===== src/rtl/lcdbus_pkg.sv =====
`timescale 1ns/1ps
package lcdbus_pkg;

  typedef enum logic [1:0] {
    ST_IDLE = 2'd0,
    ST_XFER = 2'd1,
    ST_POLL = 2'd2
  } ctrl_state_t;

  // Length of one bus slot: the longer of the minimum enable period
  // and the sum of its phases.
  function automatic int slot_len(input int cycle_c, input int setup_c,
                                  input int high_c, input int hold_c);
    int phases;
    phases = setup_c + high_c + hold_c;
    return (cycle_c > phases) ? cycle_c : phases;
  endfunction

endpackage


===== src/rtl/lcdbus_strobe.sv =====
`timescale 1ns/1ps
module lcdbus_strobe #(
  parameter int SETUP_CYC  = 2,
  parameter int E_HIGH_CYC = 23,
  parameter int HOLD_CYC   = 3,
  parameter int CYCLE_CYC  = 120
) (
  input  logic clk,
  input  logic rst,
  input  logic slot_go,
  output logic lcd_e,
  output logic slot_sample,
  output logic slot_done
);

  localparam int SLOT = lcdbus_pkg::slot_len(CYCLE_CYC, SETUP_CYC, E_HIGH_CYC, HOLD_CYC);
  localparam int CW   = $clog2(SLOT + 1);
  localparam logic [CW-1:0] WIN_LO = CW'(SETUP_CYC);
  localparam logic [CW-1:0] WIN_HI = CW'(SETUP_CYC + E_HIGH_CYC);
  localparam logic [CW-1:0] SMP_AT = CW'(SETUP_CYC + E_HIGH_CYC - 1);
  localparam logic [CW-1:0] LAST   = CW'(SLOT - 1);

  logic          active_q;
  logic [CW-1:0] cnt_q;
  logic [CW-1:0] cnt_nx;

  assign cnt_nx = cnt_q + 1'b1;

  always_ff @(posedge clk) begin
    if (rst) begin
      active_q <= 1'b0;
      cnt_q    <= '0;
      lcd_e    <= 1'b0;
    end else if (slot_go) begin
      active_q <= 1'b1;
      cnt_q    <= '0;
      lcd_e    <= 1'b0;
    end else if (active_q) begin
      if (cnt_q == LAST) begin
        active_q <= 1'b0;
        lcd_e    <= 1'b0;
      end else begin
        cnt_q <= cnt_nx;
        lcd_e <= (cnt_nx >= WIN_LO) && (cnt_nx < WIN_HI);
      end
    end
  end

  assign slot_sample = active_q && (cnt_q == SMP_AT);
  assign slot_done   = active_q && (cnt_q == LAST);

endmodule


===== src/rtl/lcdbus_ctrl.sv =====
`timescale 1ns/1ps
module lcdbus_ctrl
  import lcdbus_pkg::*;
#(
  parameter int DATA_W = 8
) (
  input  logic              clk,
  input  logic              rst,
  input  logic              cmd_valid,
  output logic              cmd_ready,
  input  logic              cmd_rs,
  input  logic              cmd_rw,
  input  logic [DATA_W-1:0] cmd_data,
  input  logic              nibble_mode,
  input  logic              poll_en,
  output logic              rsp_valid,
  output logic [DATA_W-1:0] rsp_data,
  output logic              rsp_status,
  output logic              rsp_busy,
  output logic [DATA_W-2:0] rsp_addr,
  output logic              lcd_rs,
  output logic              lcd_rw,
  output logic [DATA_W-1:0] lcd_db_out,
  output logic              lcd_db_oe,
  input  logic [DATA_W-1:0] lcd_db_in,
  input  logic              slot_sample,
  input  logic              slot_done,
  output logic              slot_go
);

  localparam int HALF = DATA_W / 2;

  ctrl_state_t       state_q;
  logic [DATA_W-1:0] byte_q;
  logic [DATA_W-1:0] rd_q;
  logic [HALF-1:0]   hi_q;
  logic              nib_q;
  logic              poll_q;
  logic              half_q;

  logic accept, first_half, more_half, start_poll, repoll;
  logic [HALF-1:0] in_top;

  function automatic logic [DATA_W-1:0] upper_lane(input logic [HALF-1:0] n);
    return {n, {HALF{1'b0}}};
  endfunction

  assign in_top     = lcd_db_in[DATA_W-1 -: HALF];
  assign cmd_ready  = (state_q == ST_IDLE);
  assign accept     = (state_q == ST_IDLE) && cmd_valid;
  assign first_half = nib_q && !half_q;

  always_comb begin
    more_half  = slot_done && first_half;
    start_poll = slot_done && (state_q == ST_XFER) && !first_half && !lcd_rw && poll_q;
    repoll     = slot_done && (state_q == ST_POLL) && !first_half && rd_q[DATA_W-1];
    slot_go    = accept || more_half || start_poll || repoll;
  end

  always_ff @(posedge clk) begin
    if (rst) begin
      state_q    <= ST_IDLE;
      byte_q     <= '0;
      rd_q       <= '0;
      hi_q       <= '0;
      nib_q      <= 1'b0;
      poll_q     <= 1'b0;
      half_q     <= 1'b0;
      lcd_rs     <= 1'b0;
      lcd_rw     <= 1'b1;
      lcd_db_out <= '0;
      lcd_db_oe  <= 1'b0;
      rsp_valid  <= 1'b0;
      rsp_data   <= '0;
      rsp_status <= 1'b0;
      rsp_busy   <= 1'b0;
      rsp_addr   <= '0;
    end else begin
      rsp_valid <= 1'b0;

      if (slot_sample) begin
        if (first_half) hi_q <= in_top;
        else            rd_q <= nib_q ? {hi_q, in_top} : lcd_db_in;
      end

      case (state_q)
        ST_IDLE: begin
          if (accept) begin
            byte_q     <= cmd_data;
            nib_q      <= nibble_mode;
            poll_q     <= poll_en;
            half_q     <= 1'b0;
            lcd_rs     <= cmd_rs;
            lcd_rw     <= cmd_rw;
            lcd_db_oe  <= !cmd_rw;
            lcd_db_out <= cmd_rw ? '0 :
                          (nibble_mode ? upper_lane(cmd_data[DATA_W-1 -: HALF]) : cmd_data);
            state_q    <= ST_XFER;
          end
        end
        ST_XFER, ST_POLL: begin
          if (more_half) begin
            half_q     <= 1'b1;
            lcd_db_out <= lcd_rw ? '0 : upper_lane(byte_q[HALF-1:0]);
          end else if (slot_done) begin
            if (state_q == ST_XFER && lcd_rw) begin
              rsp_valid  <= 1'b1;
              rsp_data   <= rd_q;
              rsp_status <= !lcd_rs;
              rsp_busy   <= !lcd_rs && rd_q[DATA_W-1];
              rsp_addr   <= lcd_rs ? '0 : rd_q[DATA_W-2:0];
            end
            if (start_poll) begin
              state_q    <= ST_POLL;
              half_q     <= 1'b0;
              lcd_rs     <= 1'b0;
              lcd_rw     <= 1'b1;
              lcd_db_oe  <= 1'b0;
              lcd_db_out <= '0;
            end else if (repoll) begin
              half_q <= 1'b0;
            end else begin
              state_q <= ST_IDLE;
            end
          end
        end
        default: state_q <= ST_IDLE;
      endcase
    end
  end

endmodule


===== src/rtl/lcdbus_drv.sv =====
`timescale 1ns/1ps
module lcdbus_drv #(
  parameter int DATA_W     = 8,
  parameter int SETUP_CYC  = 2,
  parameter int E_HIGH_CYC = 23,
  parameter int HOLD_CYC   = 3,
  parameter int CYCLE_CYC  = 120
) (
  input  logic              clk,
  input  logic              rst,
  input  logic              cmd_valid,
  output logic              cmd_ready,
  input  logic              cmd_rs,
  input  logic              cmd_rw,
  input  logic [DATA_W-1:0] cmd_data,
  input  logic              nibble_mode,
  input  logic              poll_en,
  output logic              rsp_valid,
  output logic [DATA_W-1:0] rsp_data,
  output logic              rsp_status,
  output logic              rsp_busy,
  output logic [DATA_W-2:0] rsp_addr,
  output logic              lcd_rs,
  output logic              lcd_rw,
  output logic              lcd_e,
  output logic [DATA_W-1:0] lcd_db_out,
  output logic              lcd_db_oe,
  input  logic [DATA_W-1:0] lcd_db_in
);

  logic slot_go, slot_sample, slot_done;

  lcdbus_ctrl #(.DATA_W(DATA_W)) u_ctrl (
    .clk         (clk),
    .rst         (rst),
    .cmd_valid   (cmd_valid),
    .cmd_ready   (cmd_ready),
    .cmd_rs      (cmd_rs),
    .cmd_rw      (cmd_rw),
    .cmd_data    (cmd_data),
    .nibble_mode (nibble_mode),
    .poll_en     (poll_en),
    .rsp_valid   (rsp_valid),
    .rsp_data    (rsp_data),
    .rsp_status  (rsp_status),
    .rsp_busy    (rsp_busy),
    .rsp_addr    (rsp_addr),
    .lcd_rs      (lcd_rs),
    .lcd_rw      (lcd_rw),
    .lcd_db_out  (lcd_db_out),
    .lcd_db_oe   (lcd_db_oe),
    .lcd_db_in   (lcd_db_in),
    .slot_sample (slot_sample),
    .slot_done   (slot_done),
    .slot_go     (slot_go)
  );

  lcdbus_strobe #(
    .SETUP_CYC  (SETUP_CYC),
    .E_HIGH_CYC (E_HIGH_CYC),
    .HOLD_CYC   (HOLD_CYC),
    .CYCLE_CYC  (CYCLE_CYC)
  ) u_strobe (
    .clk         (clk),
    .rst         (rst),
    .slot_go     (slot_go),
    .lcd_e       (lcd_e),
    .slot_sample (slot_sample),
    .slot_done   (slot_done)
  );

endmodule


===== config.mk =====
export PLATFORM = sky130hd
export DESIGN_NAME = lcdbus_drv
export DESIGN_NICKNAME = d
export VERILOG_FILES = /design/src/rtl/lcdbus_pkg.sv /design/src/rtl/lcdbus_strobe.sv /design/src/rtl/lcdbus_ctrl.sv /design/src/rtl/lcdbus_drv.sv
export SDC_FILE = /design/constraint.sdc
export NUM_CORES = 1
export LEC_CHECK = 0
export ABC_AREA = 1
export BUFFER_PORTS_ARGS = -buffer_cell sky130_fd_sc_hd__buf_2
export CAP_MARGIN = 20
export CORE_MARGIN = 2
export CORE_UTILIZATION = 59
export CTS_CLUSTER_DIAMETER = 100
export DETAILED_ROUTE_END_ITERATION = 16
export PLACE_DENSITY = 0.94
export SLEW_MARGIN = 10
export SYNTH_ARGS = -nofsm -noshare
export SYNTH_HDL_FRONTEND = slang
export SYNTH_SLANG_ARGS = --single-unit
export TNS_END_PERCENT = 1

===== constraint.sdc =====
create_clock -name clk -period 3.2 [get_ports clk]
set_input_delay 0.8 -clock clk [delete_from_list [all_inputs] [get_ports clk]]
set_output_delay 0.8 -clock clk [all_outputs]
set_load 0.01 [all_outputs]

Word-level counts from Yosys, hierarchy flattened
Cells that the tools add are included.
{"block": "classes", "addsub": 1, "n_lt_le_gt_ge": 2, "n_eq_ne": 12, "muxes": 39, "bitwise": 5, "reduce_logical": 37}
{"operator": "2-to-1 mux 8 bit", "count": 7}
{"operator": "2-to-1 mux 1 bit", "count": 19}
{"operator": "case mux 8 bit (2 select lines)", "count": 1}
{"operator": "AND reduction 4 bit", "count": 4}
{"operator": "logical AND 1 bit", "count": 15}
{"operator": "2-to-1 mux 2 bit", "count": 5}
{"operator": "case mux 1 bit (2 select lines)", "count": 4}
{"operator": "AND reduction 2 bit", "count": 4}
{"operator": "adder 7 x 1 -> 7 bit, second input constant", "count": 1}
{"operator": "equality test 7 x 5 -> 1 bit, second input constant", "count": 1}
{"operator": "equality test 7 bit, second input constant", "count": 1}
{"operator": ">= comparator 7 x 2 -> 1 bit, second input constant", "count": 1}
{"operator": "less-than comparator 7 x 5 -> 1 bit, second input constant", "count": 1}
{"operator": "2-to-1 mux 7 bit", "count": 1}
{"operator": "!= test 2 x 1 -> 1 bit, second input constant", "count": 3}
{"operator": "!= test 3 x 1 -> 1 bit, second input constant", "count": 2}
{"operator": "zero test 1 bit", "count": 5}
{"operator": "NOT 1 bit", "count": 5}
{"operator": "AND reduction 5 bit", "count": 1}
{"operator": "2-to-1 mux 4 bit", "count": 1}
{"operator": "!= test 4 x 1 -> 1 bit, second input constant", "count": 1}
{"operator": "case mux 2 bit (2 select lines)", "count": 1}
{"operator": "OR reduction 2 bit", "count": 2}
{"operator": "OR reduction 4 bit", "count": 1}
{"operator": "7 further kinds", "count": 9}
{"block": "word_totals", "ff_bits": 59, "inputBits": 23, "output_inout_bits": 31, "elab_cells": 115}

Longest topological paths before layout
Gate-level depths: netlist of the first run.
{"block": "logic_depth", "depth_word": 10, "ltp_mapped": 12, "mapped_depth_nobuf": 11}

By module
From an unflattened synthesis of the first run, not the netlist that was laid out.
{"block": "unflattened", "cells_unflattened": 396, "hier_area_um2": 2803.9}
{"module": "lcdbus_ctrl", "n_inst": 1, "cells_each": 311, "area_each_um2": 2233.4, "seq_area_each_um2": 1001.0}
{"module": "lcdbus_strobe", "n_inst": 1, "cells_each": 85, "area_each_um2": 570.5, "seq_area_each_um2": 180.2}

Least setup slack after synthesis of the first run
No wires, ideal clock.
{"block": "synth_timing", "kind": "reg2reg", "start": "register u_ctrl.state_q[0]", "end": "register u_ctrl.rsp_addr[6]", "setup_time_ns": 0.132, "t_arrival_ns": 1.636, "t_required_ns": 3.068, "slack_ns": 1.432, "path_stages_with_launch": 9, "n_path_buf": 1, "synth_period_minus_slack_ns": 1.768, "path_cell_list": "dfxtp_1 > inv_1 > ha_1 > nand3_1 > nor3_4 > inv_2 > buf_4 > nand2_1 > a21oi_1"}
{"block": "synth_via", "elab_chain_len": 3, "word_cells_on_any_way": 5, "cone_classes": "eq/ne: 2; reduce/logical: 3"}
{"item": "from (decl)", "line_no": "lcdbus_ctrl.sv:33", "text": "ctrl_state_t state_q;"}
{"item": "from (signal assigned)", "line_no": "lcdbus_ctrl.sv:62", "text": "state_q <= ST_IDLE;"}
{"item": "from (signal assigned)", "line_no": "lcdbus_ctrl.sv:98", "text": "state_q <= ST_XFER;"}
{"item": "from (signal assigned)", "line_no": "lcdbus_ctrl.sv:114", "text": "state_q <= ST_POLL;"}
{"item": "equality test 2 x 1 -> 1 bit / equality test 2 bit (equally long branches)", "line_no": "lcdbus_ctrl.sv:86, lcdbus_ctrl.sv:106"}
{"item": "OR reduction 2 bit / logical AND 1 bit (equally long branches)", "line_no": "lcdbus_ctrl.sv:86, lcdbus_ctrl.sv:106"}
{"item": "AND reduction 4 bit (no source line) (*)"}
{"item": "to (signal assigned)", "line_no": "lcdbus_ctrl.sv:111", "text": "rsp_addr <= lcd_rs ? '0 : rd_q[DATA_W-2:0];"}
{"item": "to (decl)", "line_no": "lcdbus_ctrl.sv:20", "text": "output logic [DATA_W-2:0] rsp_addr,"}
Mark *: on every way between the ends. The rest lies on a longest branch, timed or not.
A chain may end at the register's enable or synchronous reset.

Worst setup path in the final report of the first run
{"block": "layout_timing", "start": "register u_ctrl.state_q[0]", "end": "register u_ctrl.rsp_data[5]"}
{"block": "layout_via", "elab_chain_len": 3, "word_cells_on_any_way": 5, "cone_classes": "eq/ne: 2; reduce/logical: 3"}
{"item": "equality test 2 x 1 -> 1 bit / equality test 2 bit (equally long branches)", "line_no": "lcdbus_ctrl.sv:86, lcdbus_ctrl.sv:106"}
{"item": "OR reduction 2 bit / logical AND 1 bit (equally long branches)", "line_no": "lcdbus_ctrl.sv:86, lcdbus_ctrl.sv:106"}
{"item": "AND reduction 4 bit (no source line) (*)"}
{"item": "to (signal assigned)", "line_no": "lcdbus_ctrl.sv:108", "text": "rsp_data <= rd_q;"}
{"item": "to (decl)", "line_no": "lcdbus_ctrl.sv:17", "text": "output logic [DATA_W-1:0] rsp_data,"}
Marked as above.

==> flow_metrics.tcl, run 1 <==
set metrics [dict create \
    netlist_area_um2 2710 \
    synth_mux_area_frac 0 \
    synth_top_family_by_area "simple AND/OR/NAND/NOR gates" \
    cts_hold_buf 0 \
    drt_wl_total_um 6200 \
    synth_top_flop_cell "dfxtp_1" \
    drtPass1Iterations 5 \
    cp-end-kind "flip-flop" \
    critPathMaxFanout 17 \
    crit_arrival_ns 2.29 \
    postCtsResizedCells 0 \
    dp_cells 483 \
    critPathLaunchType "flip-flop" \
    yosys_warnings 0 \
    tns_ns 0 \
    clkTransAtPathRegs_ns 0.06 \
    cts_buffers 9 \
    hold-path-endpoint "u_ctrl.hi_q[3]" \
    outcome "finished, final reports clean" \
    syn_to_final_growth_pct 17.4 \
    fmax_mhz 480 \
    worst_pin_slew_ns 0.593 \
    crit_type "flip-flop to flip-flop" \
    hold_class "flip-flop to flip-flop" \
    yosysSeqAreaShare 0.436 \
    rsz0062_at_grt "no" \
    synth_compound_area_frac 0.127 \
    routed_via_density 5.31 \
    drv_slew 0 \
    routabilityCongestion 0.893 \
    synth_top_area_share 0.436 \
    holdPathStages 2 \
    ys_ff_latch 59 \
    antenna_left 0 \
    clock_latency_ns 0.35 \
    ys_async_sr_fraction 0 \
    syn_inst 387 \
    synth_area_leaders "dfxtp_1 (44%), nand2_1 (13%), nor2_1 (9.0%)" \
    synth_fa_ha_area_frac 0.0323 \
    slew_headroom 0.602 \
    finClkSkew_ns 0.00621 \
    die_h_um 71.8 \
    overflow 0 \
    num_rows 24 \
    r2r_end "u_ctrl.rsp_data[5]" \
    clockBufferDepth 2 \
    drt_first_iter_violations 158 \
    synth_xor_area_frac 0.00646 \
    cts.sink_count 59 \
    antenna_found_initial 0 \
    cap_violations 0 \
    start_util 0.618 \
    yosys.cell_count.top_type "nand2_1" \
    cts_setup_buffers 0 \
    route.vias.total 2649 \
    core_um2 4380 \
    wl_per_cell_um 12.4 \
    io_pins 54 \
    cts_root_buffer "clkbuf_8" \
    period_share 0.651 \
    fin_cells 499 \
    finalPower_mw 1.69 \
    grt_use_total 0.269 \
    grt_pass1_wl_um 10700 \
    synth-simple-area-share 0.316 \
    grt_pass1_vias 2460 \
    setup_violations 0 \
    required_ns 3.41 \
    min_from "u_ctrl.hi_q[3]" \
    synth_top_cells_by_count "nand2_1 (91), nor2_1 (65), dfxtp_1 (59)" \
    io_buffers 53 \
    p_leak_nw 1.45 \
    max-vdd-ir-drop_uv 363 \
    drive_gt1_frac 0.181 \
    ys_types 25 \
    min_period_ns 2.08 \
    grt_max_degree 33 \
    antenna_cells 0 \
    regToRegSetupSlack_ns 1.12 \
    cts_tree "done" \
    reg2regPathDepth 8 \
    final_core_util 0.725 \
    dieArea_um2 5150 \
    die_x_um 71.8 \
    syn_avg_cell_area_um2 7.00 \
    h-tree-depth 3 \
    timing.rr.start "u_ctrl.state_q[0]" \
    drc_errors 0 \
    place_hpwl_um 4400 \
    nNetsFinal 472 \
    synth_top_cell_by_area "dfxtp_1" \
    hold_viol_final 0 \
    power_density_nw_per_um2 533 \
    syn-num-nets 417 \
    synth_edf_count 0 \
]
## registers in the layout, indices dropped and copies added, names as in the netlist
| name | cells |
|---|---|
| u_ctrl.byte_q | 4 |
| u_ctrl.half_q | 1 |
| u_ctrl.hi_q | 4 |
| u_ctrl.lcd_db_oe | 1 |
| u_ctrl.lcd_db_out | 8 |
| u_ctrl.lcd_rs | 1 |
| u_ctrl.lcd_rw | 1 |
| u_ctrl.nib_q | 1 |
| u_ctrl.poll_q | 1 |
| u_ctrl.rd_q | 8 |
| u_ctrl.rsp_addr | 7 |
| u_ctrl.rsp_busy | 1 |
| u_ctrl.rsp_data | 8 |
| u_ctrl.rsp_status | 1 |
| u_ctrl.rsp_valid | 1 |
| u_ctrl.state_q | 2 |
| u_strobe.active_q | 1 |
| u_strobe.cnt_q | 7 |
| u_strobe.lcd_e | 1 |
## area by class of cell
class                   count  area (µm²)
repair buffers             55         280
well taps                  52        65.1
clock inverters             5        53.8
multi-input cells         274        1310
flip-flops and latches     59        1180
clock buffers              11         131
fillers                   356        1200
inverters                  43         161
## kinds of logic (layout without fill, tap and decap cells)
logic type / count (synthesis) / after routing
buffers and inverters: 54 / 114
flip-flops: 59 / 59
adder cells (fa/ha/maj): 7 / 7
AND/OR/NAND/NOR: 202 / 202
AO/OA/AOI/OAI: 63 / 63
XOR/XNOR: 2 / 2
## placed cells by master, fill, tap and decap left out, types with 8 or more instances in the layout
cell       n
nand2_1   91
nor2_1    65
dfxtp_1   59
buf_2     53
inv_1     39
nand3_1   32
a21oi_1   31
o21ai_0   19
clkbuf_8   9
a211oi_1   8
## where the power goes
group          total, mW  switching [mW]  leakage (nW)  internal (mW)
registers          0.801          0.0286         0.480          0.772
logic              0.247           0.162         0.868         0.0849
clock network      0.647           0.291        0.0971          0.357
total               1.69           0.481          1.45           1.21
## metal layers
layer  global-route usage  vias to the layer above  wire length [µm]  part of all wire
met1                0.305                     1204              2610              0.42
met2                0.461                       73              3110              0.50
li1                     -                     1351                 -                 -
met4                0.155                        0               201             0.032
met5                    0                        -                 0                 0
met3               0.0633                       21               279             0.045
## how the worst max path moves through the flow
| stage | start | to | cells after the start | slack, ns |
|---|---|---|---|---|
| CTS | u_ctrl.state_q[0] | u_ctrl.rsp_addr[3] | 8 | 1.12 |
| global placement | rst | u_strobe.lcd_e | 4 | 1.18 |
| floorplan | u_ctrl.state_q[0] | u_ctrl.rsp_addr[6] | 8 | 1.43 |
| finish | u_ctrl.state_q[0] | u_ctrl.rsp_data[5] | 8 | 1.12 |
| detailed placement | rst | u_strobe.cnt_q[1] | 4 | 1.15 |
| global route | u_strobe.cnt_q[0] | u_ctrl.rsp_addr[2] | 9 | 0.93 |
## critical path, cell delays in order, from the launching register on
cell	delay (ns)
dfxtp_1	0.39
inv_1	0.08
ha_1	0.41
nand3_1	0.16
nor3_4	0.36
buf_4	0.25
inv_2	0.14
nand2_1	0.09
a21oi_1	0.06
## per-stage QoR
stage	setup WS (ns)	cell area [µm²]	hold slack (ns)
final	1.12	3180	0.460
after global routing	0.932	3180	0.486
after CTS	1.12	3180	0.460
after detailed placement	1.15	3000	0.451
after global placement	1.18	3000	0.436
after floorplan	1.43	2710	0.425
(Power assumes the default switching activity.)
==> run 2, diff against run 1 <==
- CORE_UTILIZATION: 59 -> 49
- PLACE_DENSITY: 0.94 -> 0.84
- clock period: 3.2 -> 1.7 ns (I/O delays scaled with it)
==> flow_metrics.tcl, run 2 (same netlist as run 1, synthesis figures left out) <==
set metrics [dict create \
    postCtsResizedCells 0 \
    hold_viol_final 0 \
    place_hpwl_um 4480 \
    hold_class "input pin to flip-flop" \
    grt_use_total 0.209 \
    min_from "cmd_data[3]" \
    critPathMaxFanout 6 \
    regToRegSetupSlack_ns 0.07 \
    cts_hold_buf 0 \
    io_pins 54 \
    die_x_um 78.4 \
    final_common_cell "nand2_1" \
    cap_violations 0 \
    clockBufferDepth 2 \
    drtPass1Iterations 5 \
    drv_slew 0 \
    start_util 0.498 \
    die_h_um 78.4 \
    cts_buffers 9 \
    min_period_ns 1.63 \
    critPathLaunchType "flip-flop" \
    design_area_um2 3360 \
    final_core_util 0.619 \
    cts_tree "done" \
    timing.rr.start "u_strobe.cnt_q[1]" \
    clock_latency_ns 0.35 \
    cts.sink_count 59 \
    crit_type "flip-flop to flip-flop" \
    drc_errors 0 \
    required_ns 1.97 \
    cts_setup_buffers 0 \
    route.vias.total 2599 \
    holdPathStages 3 \
    drive_gt1_frac 0.226 \
    cts_root_buffer "clkbuf_8" \
    grt_max_degree 32 \
    antenna_cells 0 \
    clkTransAtPathRegs_ns 0.07 \
    routed_via_density 4.92 \
    io_buffers 53 \
    cp-end-kind "flip-flop" \
    slew_headroom 0.798 \
    drt_wl_total_um 6010 \
    core_um2 5440 \
    top_regs "u_ctrl.lcd_db_out (8), u_ctrl.rd_q (8), u_ctrl.rsp_data (8)" \
    fin_cells 528 \
    drt_first_iter_violations 130 \
    pre_cts_ws_ns 0.0490 \
    hold-path-endpoint "u_ctrl.byte_q[3]" \
    p_leak_nw 1.51 \
    antenna_left 0 \
    fmax_mhz 613 \
    h-tree-depth 3 \
    layout_common_cells "nand2_1 (91), nor2_1 (61), dfxtp_1 (55), buf_2 (53), inv_1 (39)" \
    reg2regPathDepth 9 \
    grt_pass1_vias 2354 \
    r2r_end "u_ctrl.state_q[0]" \
    nNetsFinal 483 \
    power_density_nw_per_um2 986 \
    max-vdd-ir-drop_uv 649 \
    antenna_found_initial 0 \
    dieArea_um2 6140 \
    period_share 0.960 \
    finClkSkew_ns 0.00970 \
    setup_slack_ns 0.0688 \
    setup_violations 0 \
    routabilityCongestion 0.924 \
    dpl_cell_area_um2 3130 \
    syn_to_final_growth_pct 24.1 \
    rsz0062_at_grt "yes" \
    wl_per_cell_um 11.4 \
    num_rows 27 \
    worst_pin_slew_ns 0.303 \
    crit_arrival_ns 1.90 \
    grt_pass1_wl_um 10000 \
    dp_cells 514 \
    overflow 0 \
    outcome "finished, final reports clean" \
]
==> run 2: cell types whose count changed in the layout (fill, tap and decap cells not counted), moves of 3 or more <==
cell      delta
dfxtp_1      -4
clkbuf_8     +3
buf_4       +10
nor2_2       +4
nor2_1       -4
dfxtp_2      +3
==> run 2: power breakdown <==
group / internal, mW / leakage, nW / switching [mW]
Clock: 0.778 / 0.104 / 0.529
Sequential: 1.45 / 0.482 / 0.0538
Combinational: 0.193 / 0.923 / 0.310
Total: 2.43 / 1.51 / 0.892
==> run 2: critical path, cell delays in order (launching register included) <==
cell,delay (ns)
dfxtp_2,0.39
ha_4,0.17
nand3_2,0.11
nor2_4,0.13
nand3_1,0.15
nor2_2,0.27
nor2_2,0.09
nand2_1,0.08
nand2_1,0.05
a21oi_1,0.11
==> run 2: final cells by class <==
class | instances | area, µm²
fill | 509 | 2070
tap | 72 | 90.1
inverter | 43 | 166
timing repair buffer | 66 | 367
multi-input combinational | 274 | 1350
clock buffer | 12 | 165
sequential | 59 | 1190
clock inverter | 2 | 35.0
==> run 2: worst max-delay path by stage <==
stage | start | to | slack (ns) | cells past startpoint
after floorplan | u_strobe.cnt_q[0] | u_ctrl.rsp_addr[6] | 0.04 | 9
after global placement | u_ctrl.state_q[1] | u_ctrl.lcd_db_out[2] | 0.12 | 11
after detailed placement | u_ctrl.state_q[1] | u_ctrl.lcd_db_out[3] | 0.05 | 11
after CTS | u_ctrl.state_q[1] | u_ctrl.lcd_db_out[3] | 0.02 | 11
after global routing | u_strobe.cnt_q[1] | u_ctrl.lcd_db_out[5] | -0.07 | 9
final | u_strobe.cnt_q[1] | u_ctrl.state_q[0] | 0.07 | 9
==> run 2: metal layers <==
metal | vias to the layer above | share of wire | GRT usage
met3 | 7 | 0.048 | 0.0586
met1 | 1160 | 0.45 | 0.239
met2 | 55 | 0.48 | 0.361
met5 | - | 0 | 0
li1 | 1377 | - | -
met4 | 0 | 0.016 | 0.0982
==> run 2: stage by stage <==
stage | hold WS [ns] | TNS [ns] | power (mW)
after floorplan | 0.425 | 0 | 1.86
after global placement | 0.435 | 0 | 2.02
after detailed placement | 0.443 | 0 | 2.03
after CTS | 0.338 | 0 | 3.32
after global routing | 0.365 | -0.348 | 3.48
final | 0.337 | 0 | 3.32
